==> src/rtl/xlc_pkg.sv <==
package xlc_pkg;

    typedef enum logic [1:0] {
        XM_INDIRECT = 2'b00,
        XM_POLL     = 2'b01,
        XM_MAPPED   = 2'b10,
        XM_RSVD     = 2'b11
    } xfer_mode_e;

    localparam int POLL_MAX = 3;

    typedef struct packed {
        logic open_len;
        logic poll;
    } run_flags_t;

endpackage

==> src/rtl/xlc_len_reg.sv <==
module xlc_len_reg #(
    parameter int LEN_W = 32
) (
    input  logic             clk,
    input  logic             rst,
    input  logic             wr_en,
    input  logic [LEN_W-1:0] wr_data,
    input  logic             busy,
    output logic [LEN_W-1:0] len_q
);

    always_ff @(posedge clk) begin
        if (rst) begin
            len_q <= '0;
        end else if (wr_en && !busy) begin
            len_q <= wr_data;
        end
    end

    AST_WR_IGNORED_BUSY: assert property (@(posedge clk) disable iff (rst)
        (wr_en && busy) |=> $stable(len_q));

    AST_WR_TAKEN_IDLE: assert property (@(posedge clk) disable iff (rst)
        (wr_en && !busy) |=> (len_q == $past(wr_data)));

endmodule

==> src/rtl/xlc_end_detect.sv <==
module xlc_end_detect #(
    parameter int SIZE_W = 5,
    parameter int ADDR_W = 32
) (
    input  logic [SIZE_W-1:0] flash_size,
    input  logic [ADDR_W-1:0] byte_addr,
    output logic              at_end,
    output logic              endless
);

    logic [ADDR_W-1:0] top_mask;

    // Low S+1 address bits set for a capacity of 2^(S+1) bytes
    always_comb begin
        for (int i = 0; i < ADDR_W; i++) begin
            top_mask[i] = (int'(flash_size) >= i);
        end
    end

    assign endless = &flash_size;
    assign at_end  = !endless && ((byte_addr & top_mask) == top_mask);

    always_comb begin
        if (endless) begin
            AST_ENDLESS_NO_END: assert (!at_end);
        end
    end

endmodule

==> src/rtl/xlc_down_cnt.sv <==
module xlc_down_cnt
    import xlc_pkg::*;
#(
    parameter int LEN_W = 32
) (
    input  logic             clk,
    input  logic             rst,
    input  logic             load,
    input  logic [LEN_W-1:0] load_val,
    input  run_flags_t       flags_in,
    input  logic             byte_done,
    input  logic             abort,
    input  logic             at_end,
    output logic             busy,
    output logic             last_byte,
    output logic             done_pulse
);

    logic [LEN_W-1:0] cnt_q;
    logic             busy_q;
    logic             done_q;
    run_flags_t       flags_q;

    assign last_byte  = busy_q && (flags_q.open_len ? at_end : (cnt_q == '0));
    assign busy       = busy_q;
    assign done_pulse = done_q;

    always_ff @(posedge clk) begin
        if (rst) begin
            cnt_q   <= '0;
            busy_q  <= 1'b0;
            done_q  <= 1'b0;
            flags_q <= '0;
        end else begin
            done_q <= 1'b0;
            if (abort) begin
                cnt_q   <= '0;
                busy_q  <= 1'b0;
                flags_q <= '0;
            end else if (load) begin
                cnt_q   <= load_val;
                busy_q  <= 1'b1;
                flags_q <= flags_in;
            end else if (busy_q && byte_done) begin
                if (last_byte) begin
                    cnt_q   <= '0;
                    busy_q  <= 1'b0;
                    flags_q <= '0;
                    done_q  <= 1'b1;
                end else if (!flags_q.open_len) begin
                    cnt_q <= cnt_q - 1'b1;
                end
            end
        end
    end

    AST_DONE_ENDS_BUSY: assert property (@(posedge clk) disable iff (rst)
        done_q |-> !busy_q);

    AST_DONE_SINGLE: assert property (@(posedge clk) disable iff (rst)
        done_q |=> !done_q);

    AST_LAST_FINISHES: assert property (@(posedge clk) disable iff (rst)
        (last_byte && byte_done && !abort) |=> (done_q && !busy_q));

    AST_ABORT_QUIET: assert property (@(posedge clk) disable iff (rst)
        abort |=> (!busy_q && !done_q));

    AST_POLL_BOUND: assert property (@(posedge clk) disable iff (rst)
        (busy_q && flags_q.poll) |-> (cnt_q <= LEN_W'(POLL_MAX)));

    AST_BUSY_HOLDS: assert property (@(posedge clk) disable iff (rst)
        (busy_q && !abort && !(byte_done && last_byte)) |=> busy_q);

endmodule

==> src/rtl/xfer_len_counter.sv <==
module xfer_len_counter
    import xlc_pkg::*;
#(
    parameter int LEN_W  = 32,
    parameter int SIZE_W = 5,
    parameter int ADDR_W = 32
) (
    input  logic              clk,
    input  logic              rst,
    input  logic              wr_en,
    input  logic [LEN_W-1:0]  wr_data,
    input  logic [1:0]        mode,
    input  logic [SIZE_W-1:0] flash_size,
    input  logic              start,
    input  logic              abort,
    input  logic [ADDR_W-1:0] byte_addr,
    input  logic              byte_done,
    output logic              busy,
    output logic              last_byte,
    output logic              done_pulse
);

    localparam logic [LEN_W-1:0] POLL_CAP = LEN_W'(POLL_MAX);

    xfer_mode_e       mode_e;
    logic [LEN_W-1:0] len_q;
    logic [LEN_W-1:0] load_val;
    logic             mode_live;
    logic             load;
    logic             at_end;
    logic             endless;
    run_flags_t       flags_in;

    assign mode_e    = xfer_mode_e'(mode);
    assign mode_live = (mode_e == XM_INDIRECT) || (mode_e == XM_POLL);
    assign load      = start && !busy && mode_live;

    always_comb begin
        flags_in.open_len = (mode_e == XM_INDIRECT) && (&len_q);
        flags_in.poll     = (mode_e == XM_POLL);
        if (flags_in.poll && (len_q > POLL_CAP)) begin
            load_val = POLL_CAP;
        end else begin
            load_val = len_q;
        end
    end

    xlc_len_reg #(.LEN_W(LEN_W)) u_len (
        .clk     (clk),
        .rst     (rst),
        .wr_en   (wr_en),
        .wr_data (wr_data),
        .busy    (busy),
        .len_q   (len_q)
    );

    xlc_end_detect #(.SIZE_W(SIZE_W), .ADDR_W(ADDR_W)) u_end (
        .flash_size (flash_size),
        .byte_addr  (byte_addr),
        .at_end     (at_end),
        .endless    (endless)
    );

    xlc_down_cnt #(.LEN_W(LEN_W)) u_cnt (
        .clk        (clk),
        .rst        (rst),
        .load       (load),
        .load_val   (load_val),
        .flags_in   (flags_in),
        .byte_done  (byte_done),
        .abort      (abort),
        .at_end     (at_end),
        .busy       (busy),
        .last_byte  (last_byte),
        .done_pulse (done_pulse)
    );

    AST_MAPPED_IDLE: assert property (@(posedge clk) disable iff (rst)
        (!busy && !mode_live) |=> !busy);

    AST_START_RAISES_BUSY: assert property (@(posedge clk) disable iff (rst)
        (start && !busy && mode_live && !abort) |=> busy);

    AST_RESET_QUIET: assert property (@(posedge clk)
        $past(rst) |-> (!busy && !done_pulse));

endmodule

==> config.mk <==
export PLATFORM = sky130hd
export DESIGN_NAME = xfer_len_counter
export DESIGN_NICKNAME = d
export VERILOG_FILES = /design/src/rtl/xlc_pkg.sv /design/src/rtl/xlc_len_reg.sv /design/src/rtl/xlc_end_detect.sv /design/src/rtl/xlc_down_cnt.sv /design/src/rtl/xfer_len_counter.sv
export SDC_FILE = /design/constraint.sdc
export NUM_CORES = 1
export LEC_CHECK = 0
export CELL_PAD_IN_SITES_DETAIL_PLACEMENT = 1
export CELL_PAD_IN_SITES_GLOBAL_PLACEMENT = 2
export CORE_MARGIN = 8
export CORE_UTILIZATION = 29
export CTS_BUF_LIST = sky130_fd_sc_hd__clkbuf_8 sky130_fd_sc_hd__clkbuf_16
export DETAILED_ROUTE_END_ITERATION = 10
export PLACE_DENSITY_LB_ADDON = 0.15
export SLEW_MARGIN = 20
export SYNTH_ARGS = -nofsm -noshare
export SYNTH_HDL_FRONTEND = slang
export SYNTH_SLANG_ARGS = --single-unit
==> constraint.sdc <==
create_clock -name clk -period 3.2 [get_ports clk]
set_clock_uncertainty 0.05 [all_clocks]
set_input_delay 0.48 -clock clk [delete_from_list [all_inputs] [get_ports clk]]
set_output_delay 0.48 -clock clk [all_outputs]
set_load 0.01 [all_outputs]
**Word level (Yosys, flattened, before mapping)**

Index checks and enable logic that the tools add are counted.

- Bitwise operators: 2
- Multiplexer cells: 13
- Order comparisons: 32
- Equality and inequality tests: 3
- Add/subtract/negate cells: 1
- Reductions and logical operators: 21

Operators by type and width:

| operator | number |
|---|---|
| two-way mux 32 bit | 5 |
| greater-or-equal comparator 5 bit, second input constant | 16 |
| greater-or-equal comparator 5 x 4 -> 1 bit, second input constant | 8 |
| AND 32 bit | 1 |
| equality test 32 bit | 1 |
| greater-than comparator 32 x 2 -> 1 bit, second input constant | 1 |
| zero test 32 bit | 1 |
| AND reduction 32 bit | 1 |
| subtractor 32 x 1 -> 32 bit, second input constant | 1 |
| greater-or-equal comparator 5 x 3 -> 1 bit, second input constant | 4 |
| greater-or-equal comparator 5 x 2 -> 1 bit, second input constant | 2 |
| logical AND 1 bit | 8 |
| two-way mux 2 bit | 3 |
| greater-or-equal comparator 5 x 1 -> 1 bit, second input constant | 1 |
| two-way mux 1 bit | 5 |
| AND reduction 5 bit | 1 |
| AND reduction 2 bit | 2 |
| nonzero test 2 bit | 2 |
| OR reduction 4 bit | 1 |
| != test 3 bit, second input constant | 1 |
| equality test 2 x 1 -> 1 bit, second input constant | 1 |
| zero test 1 bit | 2 |
| zero test 2 bit | 1 |
| OR reduction 2 bit | 1 |
| 2 further kinds | 2 |

- Flip-flop bits (word level): 67
- Word-level logic and storage cells: 77
- Bits of input ports: 77
- Output and inout bits: 3

**Longest topological paths before layout**

Gate-level depths: netlist of the first run.

- Depth in word-level cells: 9
- Depth in mapped cells: 12
- Gate-level depth less buffers: 10

**Hierarchy**

Synthesis of the first run repeated with hierarchy kept, for this count alone.

- Cell total of the unflattened synthesis: 541
- Area, all modules: 4,435.5 um2

By module, submodules not included:

| module | sequential area each (um2) | cells an instance | instances | area an instance (um2) |
|---|---|---|---|---|
| xlc_down_cnt | 700.7 | 266 | 1 | 2,062.0 |
| xlc_len_reg | 640.6 | 145 | 1 | 1,575.3 |
| xlc_end_detect | 0.0 | 71 | 1 | 421.7 |
| xfer_len_counter | 0.0 | 59 | 1 | 376.6 |

**Worst setup path after synthesis of the first run**

Ideal clock, no wire load.

- Kind: in2out
- Start: input flash_size[0]
- End: output last_byte
- Setup slack: 0.552 ns
- Buffers on the path: 1
- Cell stages on the path: 8
- Data arrival time: 2.118 ns
- Required time: 2.670 ns
- Cell sequence: buf_2 > or4b_2 > a21oi_1 > a2111o_1 > nor3_1 > and3_1 > o21ai_2 > inv_1

- Word-level cells in the longest chain between the ends: 6
- Elaborated cells on any way between the ends: 38
- Classes of those cells: order compare: 31; eq/ne: 1; mux: 1; bitwise: 1; reduce/logical: 4

RTL lines:

| item | RTL line | source |
|---|---|---|
| from (decl) | xfer_len_counter.sv:13 | `input logic [SIZE_W-1:0] flash_size,` |
| greater-or-equal comparator 5 x 1 -> 1 bit (tied with other cells) | xlc_end_detect.sv:16 | `top_mask[i] = (int'(flash_size) >= i);` |
| AND 32 bit | xlc_end_detect.sv:21 | `assign at_end = !endless && ((byte_addr & top_mask) == top_mask);` |
| equality test 32 bit | xlc_end_detect.sv:21 |  |
| logical AND 1 bit (*) | xlc_end_detect.sv:21 |  |
| two-way mux 1 bit (*) | xlc_down_cnt.sv:24 | `assign last_byte = busy_q && (flags_q.open_len ? at_end : (cnt_q == '0));` |
| logical AND 1 bit (*) | xlc_down_cnt.sv:24 |  |
| to (decl) | xfer_len_counter.sv:19 | `output logic last_byte,` |

Every way passes the cells marked *; elsewhere a longest branch is shown, timed or not.

**Worst setup path in the final report of the first run**

- Start: input flash_size[2]
- End: output last_byte

The elaborated chain is that of the path after synthesis.

==> results.toml, run 1 <==
[die]
dieHeight_um = 132.5
core-area_mm2 = 0.01324
io-pin-count = 80
die_w_um = 132.5
start_util_pct = 29.74
num_rows = 42
die_area_mm2 = 0.01757

[worst_setup_path]
cp_slowest_stage_delay_ns = 0.47
critPathBufInv = 3
worstSetupPathType = "in2out"
worstPathCellList = "clkdlybuf4s50_1 > nor4_4 > o21ai_1 > a2111o_1 > a211oi_2 > and3_4 > o21ai_2 > inv_1 > clkbuf_2"
crit_family = "compound AO/OA/AOI/OAI gates"
crit_fanout = 2
slowest_stage = "clkdlybuf4s50_1"
reg2reg_slack_ns = 0.28
r2r_end = "u_cnt.cnt_q[16]"
crit_required_ns = 2.67
end_kind = "output pin"
worst_r2r_path_depth = 11
arrival_ns = 2.57
start_kind = "input port"
reg2reg_from = "u_cnt.cnt_q[9]"

[yosys]
netlist_area_mm2 = 0.003939
synth_seq_cells = 67
synthTopCellsByCount = "98 x nand2_1, 67 x dfxtp_1, 51 x a21oi_1"
ys_warn_count = 0
yosys.area.top_type = "dfxtp_1"
synthArstFlopShare_pct = 0
ys_top_cells_by_area = "dfxtp_1 34%, nand2_1 9.3%, a21oi_1 6.5%"
ys_seq_area_share_pct = 34.05
avgSynthCellArea_um2 = 7.446
synth.distinct_cells = 64
synth_edf_count = 0
yosysTopAreaCellShare_pct = 34.05
syn_nets = 607
netlist_instances = 529
synthFlopType = "dfxtp_1"
post-synth-top-count-cell = "nand2_1"

[global_route]
grt_overflow = 0
grt_antenna_before_repair = 0
grt_max_degree = 52
grt_pass1_vias = 4706
grt_pass1_wl_mm = 24.67
grt_usage_pct = 17.16

[power_and_ir_drop]
power_mw = 2.834
p_leak_nw = 2.123
powerDensity_mw_per_mm2 = 499.6
ir_drop_v = 0.0002684

[final_layout]
final_cells = 825
diodes = 0
num-fill-cells = 1648
nets = 722
drive_gt1_share_pct = 15.87
post-route-util_pct = 42.83
area_delta_synth_final_pct = 44.00

[timing]
hold_violations = 0
max_slew_margin_pct = 66.86
min_period_ns = 3.102
setup_ws_ns = 0.09754
tightest_slew_ns = 0.4926
drv_slew = 0
finalSetupViolCount = 0
max_freq_ghz = 0.3223
fin_crit_sh_pct = 96.95
final.setup.tns_ns = 0

[drt]
drt-initial-drc-count = 257
dr_wl_met2_mm = 6.990
vias = 4435
drtPass1Iterations = 4
routed.top_layer = "met4"
drt-total-wl_mm = 15.09
drc = 0
wirelength_met1_mm = 7.382
post_drt_wl_per_cell_um = 18.29
wl_met3_um = 446
final_antenna_net_count = 0
avgViaCountPerCell = 5.376

[clock_tree]
cts.clk_slew.worst_paths_ns = 0.06
clk-insertion-delay-late_ns = 0.33
cts_max_level = 3
root_buffer = "clkbuf_16"
cts.sinks = 67
cts_tree = "built"
cts_made_buffers = 9
cts_max_path_buffers = 2

[placement]
numPortBuffers = 79
place_inst = 806
dpl_worst_slack_ns = -0.4075
dpl.hpwl_mm = 11.53
gp_congestion = 0.8065

[run_status]
status = "finished, final reports clean"

[worst_hold_path]
worst_hold_path_type = "reg2reg"
hold_depth = 2
hp-start = "u_cnt.cnt_q[8]"
hold_end = "u_cnt.cnt_q[8]"

[flow_run]
max_cap_viol_count = 0
==> per-layer routing <==
metal	GRT usage (%)	up-vias
met5	0	-
met4	6.498	0
li1	-	2198
met2	27.36	75
met1	22.69	2144
met3	2.763	18
==> worst reg2reg max path, stage by stage (launching register included) <==
cell and delay (ns):
dfxtp_1 0.31, or4_4 0.54, buf_4 0.17, nor4_2 0.33, and3_1 0.25, and3_1 0.26
nand2_2 0.10, a21oi_4 0.23, buf_12 0.19, buf_4 0.15, a2bb2oi_1 0.17, a21oi_1 0.08
==> layout make-up <==
type,instances,area [µm²],area share [%]
inverter,12,45.04,0.7942
multi-input combinational,413,2441,43.04
timing repair buffer,141,1295,22.83
sequential,67,1341,23.65
clock buffer,11,252.7,4.456
clock inverter,5,76.32,1.346
tap,176,220.2,3.883
==> worst max-delay path by stage <==
stage	from	to	slack (ns)	cells past startpoint
global route	flash_size[2]	last_byte	-0.02	9
finish	flash_size[2]	last_byte	0.1	9
CTS	flash_size[2]	last_byte	0.03	9
global placement	flash_size[1]	last_byte	-0.34	10
floorplan	flash_size[0]	last_byte	0.55	8
detailed placement	flash_size[0]	last_byte	-0.41	9
==> kinds of logic after synthesis <==
logic type	share of synthesized area, %
buffers and inverters	5.400
AND/OR/NAND/NOR	27.86
AO/OA/AOI/OAI	30.15
adder cells (fa/ha/maj)	0.3176
flip-flops	34.05
XOR/XNOR	2.224
==> metrics by stage <==
stage               hold WS, ns  cell area [µm²]
finish                   0.4284             5672
floorplan                0.3945             3939
global placement         0.4081             5255
detailed placement       0.4149             5255
global route             0.4479             5672
CTS                      0.4256             5613
==> timing repair <==
action,4_1_cts,5_1_grt
endpoints found under the setup margin,1,1
pin swaps,6,3
hold buffers,0,0
setup buffers,0,2
gates cloned,0,1
resized for setup,12,7
==> registers in the layout (all words and copies together), names as in the netlist <==
register / count
u_cnt.busy: 1
u_len.len_q: 32
u_cnt.flags_q: 1
u_cnt.done_pulse: 1
u_cnt.cnt_q: 32
==> cells in the final DEF, fill, tap and decap left out, drive strengths merged, types with 5 or more instances in the layout <==
| cell | instances |
|---|---|
| nor4 | 22 |
| nor2b | 5 |
| and2 | 7 |
| a21oi | 52 |
| nand3 | 11 |
| buf | 61 |
| xnor2 | 10 |
| clkdlybuf4s50 | 76 |
| o31ai | 7 |
| clkbuf | 13 |
| nor2 | 32 |
| nand2b | 6 |
| nand2 | 99 |
| nand4 | 10 |
| a2bb2oi | 12 |
| dfxtp | 67 |
| a32o | 15 |
| inv | 13 |
| o211ai | 9 |
| o21ai | 42 |
| nor3 | 10 |
==> power by group <==
group          internal (mW)  switching, mW
combinational          0.400          0.408
clock                  0.720          0.378
sequential             0.877         0.0504
Note: power is estimated with default switching activity, not from simulation.
==> run 2, diff against run 1 <==
Settings changed: CORE_UTILIZATION 29 to 31, TNS_END_PERCENT set to 100.
Clock period 3.2 ns to 4.03 ns, I/O delays scaled along.
==> run 2 against run 1 <==
  * Clock power decreased by 33%
  * Final cell count shrank 5.8%
  * Sequential share of layout area is 2.0 points higher
  * Combinational power shrank 30%
  * Sequential cell count unchanged
  * Critical path depth rose by 1
  * Worst setup slack improved by 0.0065 ns
  * Clock-buffer cell count is 2 lower
  * Design area decreased by 7.8%
  * Critical path type unchanged
  * Largest cell class unchanged
==> results.toml, run 2 (synthesis gave the netlist of run 1 again) <==
[clock_tree]
root_buffer = "clkbuf_16"
cts.clk_slew.worst_paths_ns = 0.06
cts_resized = 0
holdBufCountCts = 0
cts_tree = "built"
cts.sinks = 67
cts_made_buffers = 9
cts_max_path_buffers = 2
cts_setup_buffers = 0
cts_max_level = 3
clk-insertion-delay-late_ns = 0.33

[worst_hold_path]
worst_hold_path_type = "reg2reg"

[timing]
max_freq_ghz = 0.2547
final.setup.tns_ns = 0
fin_crit_sh_pct = 97.42
tightest_slew_ns = 0.6273
drv_slew = 0
max_slew_margin_pct = 58.09
min_period_ns = 3.926
finalSetupViolCount = 0
hold_violations = 0
rsz0062_at_grt = "false"

[drt]
post_drt_wl_per_cell_um = 18.47
drt-initial-drc-count = 242
drtPass1Iterations = 5
vias = 4252
avgViaCountPerCell = 5.472
final_antenna_net_count = 0
drc = 0
drt-total-wl_mm = 14.35

[worst_setup_path]
crit_family = "buffers and inverters"
crit_fanout = 12
cp_slowest_stage_delay_ns = 0.67
crit_top_cell = "clkdlybuf4s50_1"
worstPathCellList = "clkdlybuf4s50_1 > buf_4 > or4b_2 > a21oi_1 > a2111o_1 > nor3_1 > and3_2 > o21ai_2 > inv_1 > clkdlybuf4s50_1"
arrival_ns = 3.27
start_kind = "input port"
reg2reg_slack_ns = 0.87
crit_required_ns = 3.38
end_kind = "output pin"
critPathBufInv = 4
worstSetupPathType = "in2out"
slowest_stage = "or4b_2"

[global_route]
grt_overflow = 0
grt_max_degree = 34
grt_antenna_before_repair = 0
grt_usage_pct = 17.94
grt_pass1_vias = 4442
grt_pass1_wl_mm = 23.74

[die]
start_util_pct = 31.47
core-area_mm2 = 0.01252
io-pin-count = 80
die_w_um = 128.7
dieHeight_um = 128.7
num_rows = 41
die_area_mm2 = 0.01657

[placement]
dpl.hpwl_mm = 10.96
numPortBuffers = 79
gp_congestion = 0.8108

[power_and_ir_drop]
p_leak_nw = 1.863
power_mw = 2.040
powerDensity_mw_per_mm2 = 390.1
ir_drop_v = 0.0002093

[final_layout]
final_cell_mix = "98 x nand2_1, 78 x clkdlybuf4s50_1, 67 x dfxtp_1"
final_common_cell = "nand2_1"
area_delta_synth_final_pct = 32.78
nets = 678
top_regs = "u_cnt.cnt_q x32, u_len.len_q x32"
diodes = 0
drive_gt1_share_pct = 8.926

[run_status]
status = "finished, final reports clean"

[flow_run]
max_cap_viol_count = 0
-- run 2: cell count changes in the layout (fill, tap and decap cells not counted), sizes merged --
cell           change
dlymetal6s2s       +1
buf               -43
inv                +1
dlygate4sd2        -2
bufinv             -2
clkinv             +2
clkbuf             -4
clkdlybuf4s50      +2
clkinvlp           +1
-- run 2: area by class of cell --
| class | count | area, µm² |
|---|---|---|
| Inverter | 12 | 45.04 |
| Timing Repair Buffer | 97 | 928.4 |
| Fill cell | 1565 | 7287 |
| Tap cell | 172 | 215.2 |
| Sequential cell | 67 | 1341 |
| Clock inverter | 7 | 51.30 |
| Clock buffer | 9 | 225.2 |
| Multi-Input combinational cell | 413 | 2424 |
-- run 2: through the flow --
stage               util (%)  cell area [µm²]  instances  worst slack, ns  hold WS [ns]
detailed placement     39.28             4917        761          0.07135        0.4209
global route           41.78             5230        777         0.009992        0.4474
finish                 41.78             5230        777           0.1041        0.4263
global placement       39.28             4917        761           0.1778        0.4045
floorplan                  -             3939        529            1.133        0.3945
CTS                    41.49             5194        777          0.04098        0.4292
-- run 2: metal layers --
| metal | share of wire (%) | vias to the layer above | wire length [µm] | GRT usage [%] |
|---|---|---|---|---|
| li1 | - | 2098 | - | - |
| met1 | 48 | 2049 | 6950 | 23.50 |
| met2 | 47 | 84 | 6683 | 28.73 |
| met3 | 3.2 | 21 | 457 | 3.393 |
| met4 | 1.8 | 0 | 259 | 6.427 |
| met5 | 0 | - | 0 | 0 |
-- run 2: final timing paths --
| path | start | endpoint | cells after the start |
|---|---|---|---|
| worst max-delay path | flash_size[1] | last_byte | 10 |
| worst min-delay path | u_len.len_q[1] | u_len.len_q[1] | 2 |
| worst max register to register | u_cnt.cnt_q[0] | u_cnt.cnt_q[6] | 11 |
| worst min register to register | u_len.len_q[1] | u_len.len_q[1] | 2 |
-- run 2: where the power goes --
group	switching, mW	internal, mW	total [mW]
clock	0.314	0.419	0.733
sequential	0.0447	0.697	0.741
combinational	0.302	0.264	0.566
-- run 2: worst min-delay path: cells and delay by family, from the launching register on --
kind / cells / cell delay (ns)
simple gates: 1 / 0.05
compound gates: 1 / 0.05
flops: 1 / 0.32
==> run 3, diff against run 2 <==
Settings changed: CTS_CLUSTER_DIAMETER set to 80.
==> results of run 3 <==
Same layout as run 2: the final DEF is identical, and so are final timing and power.
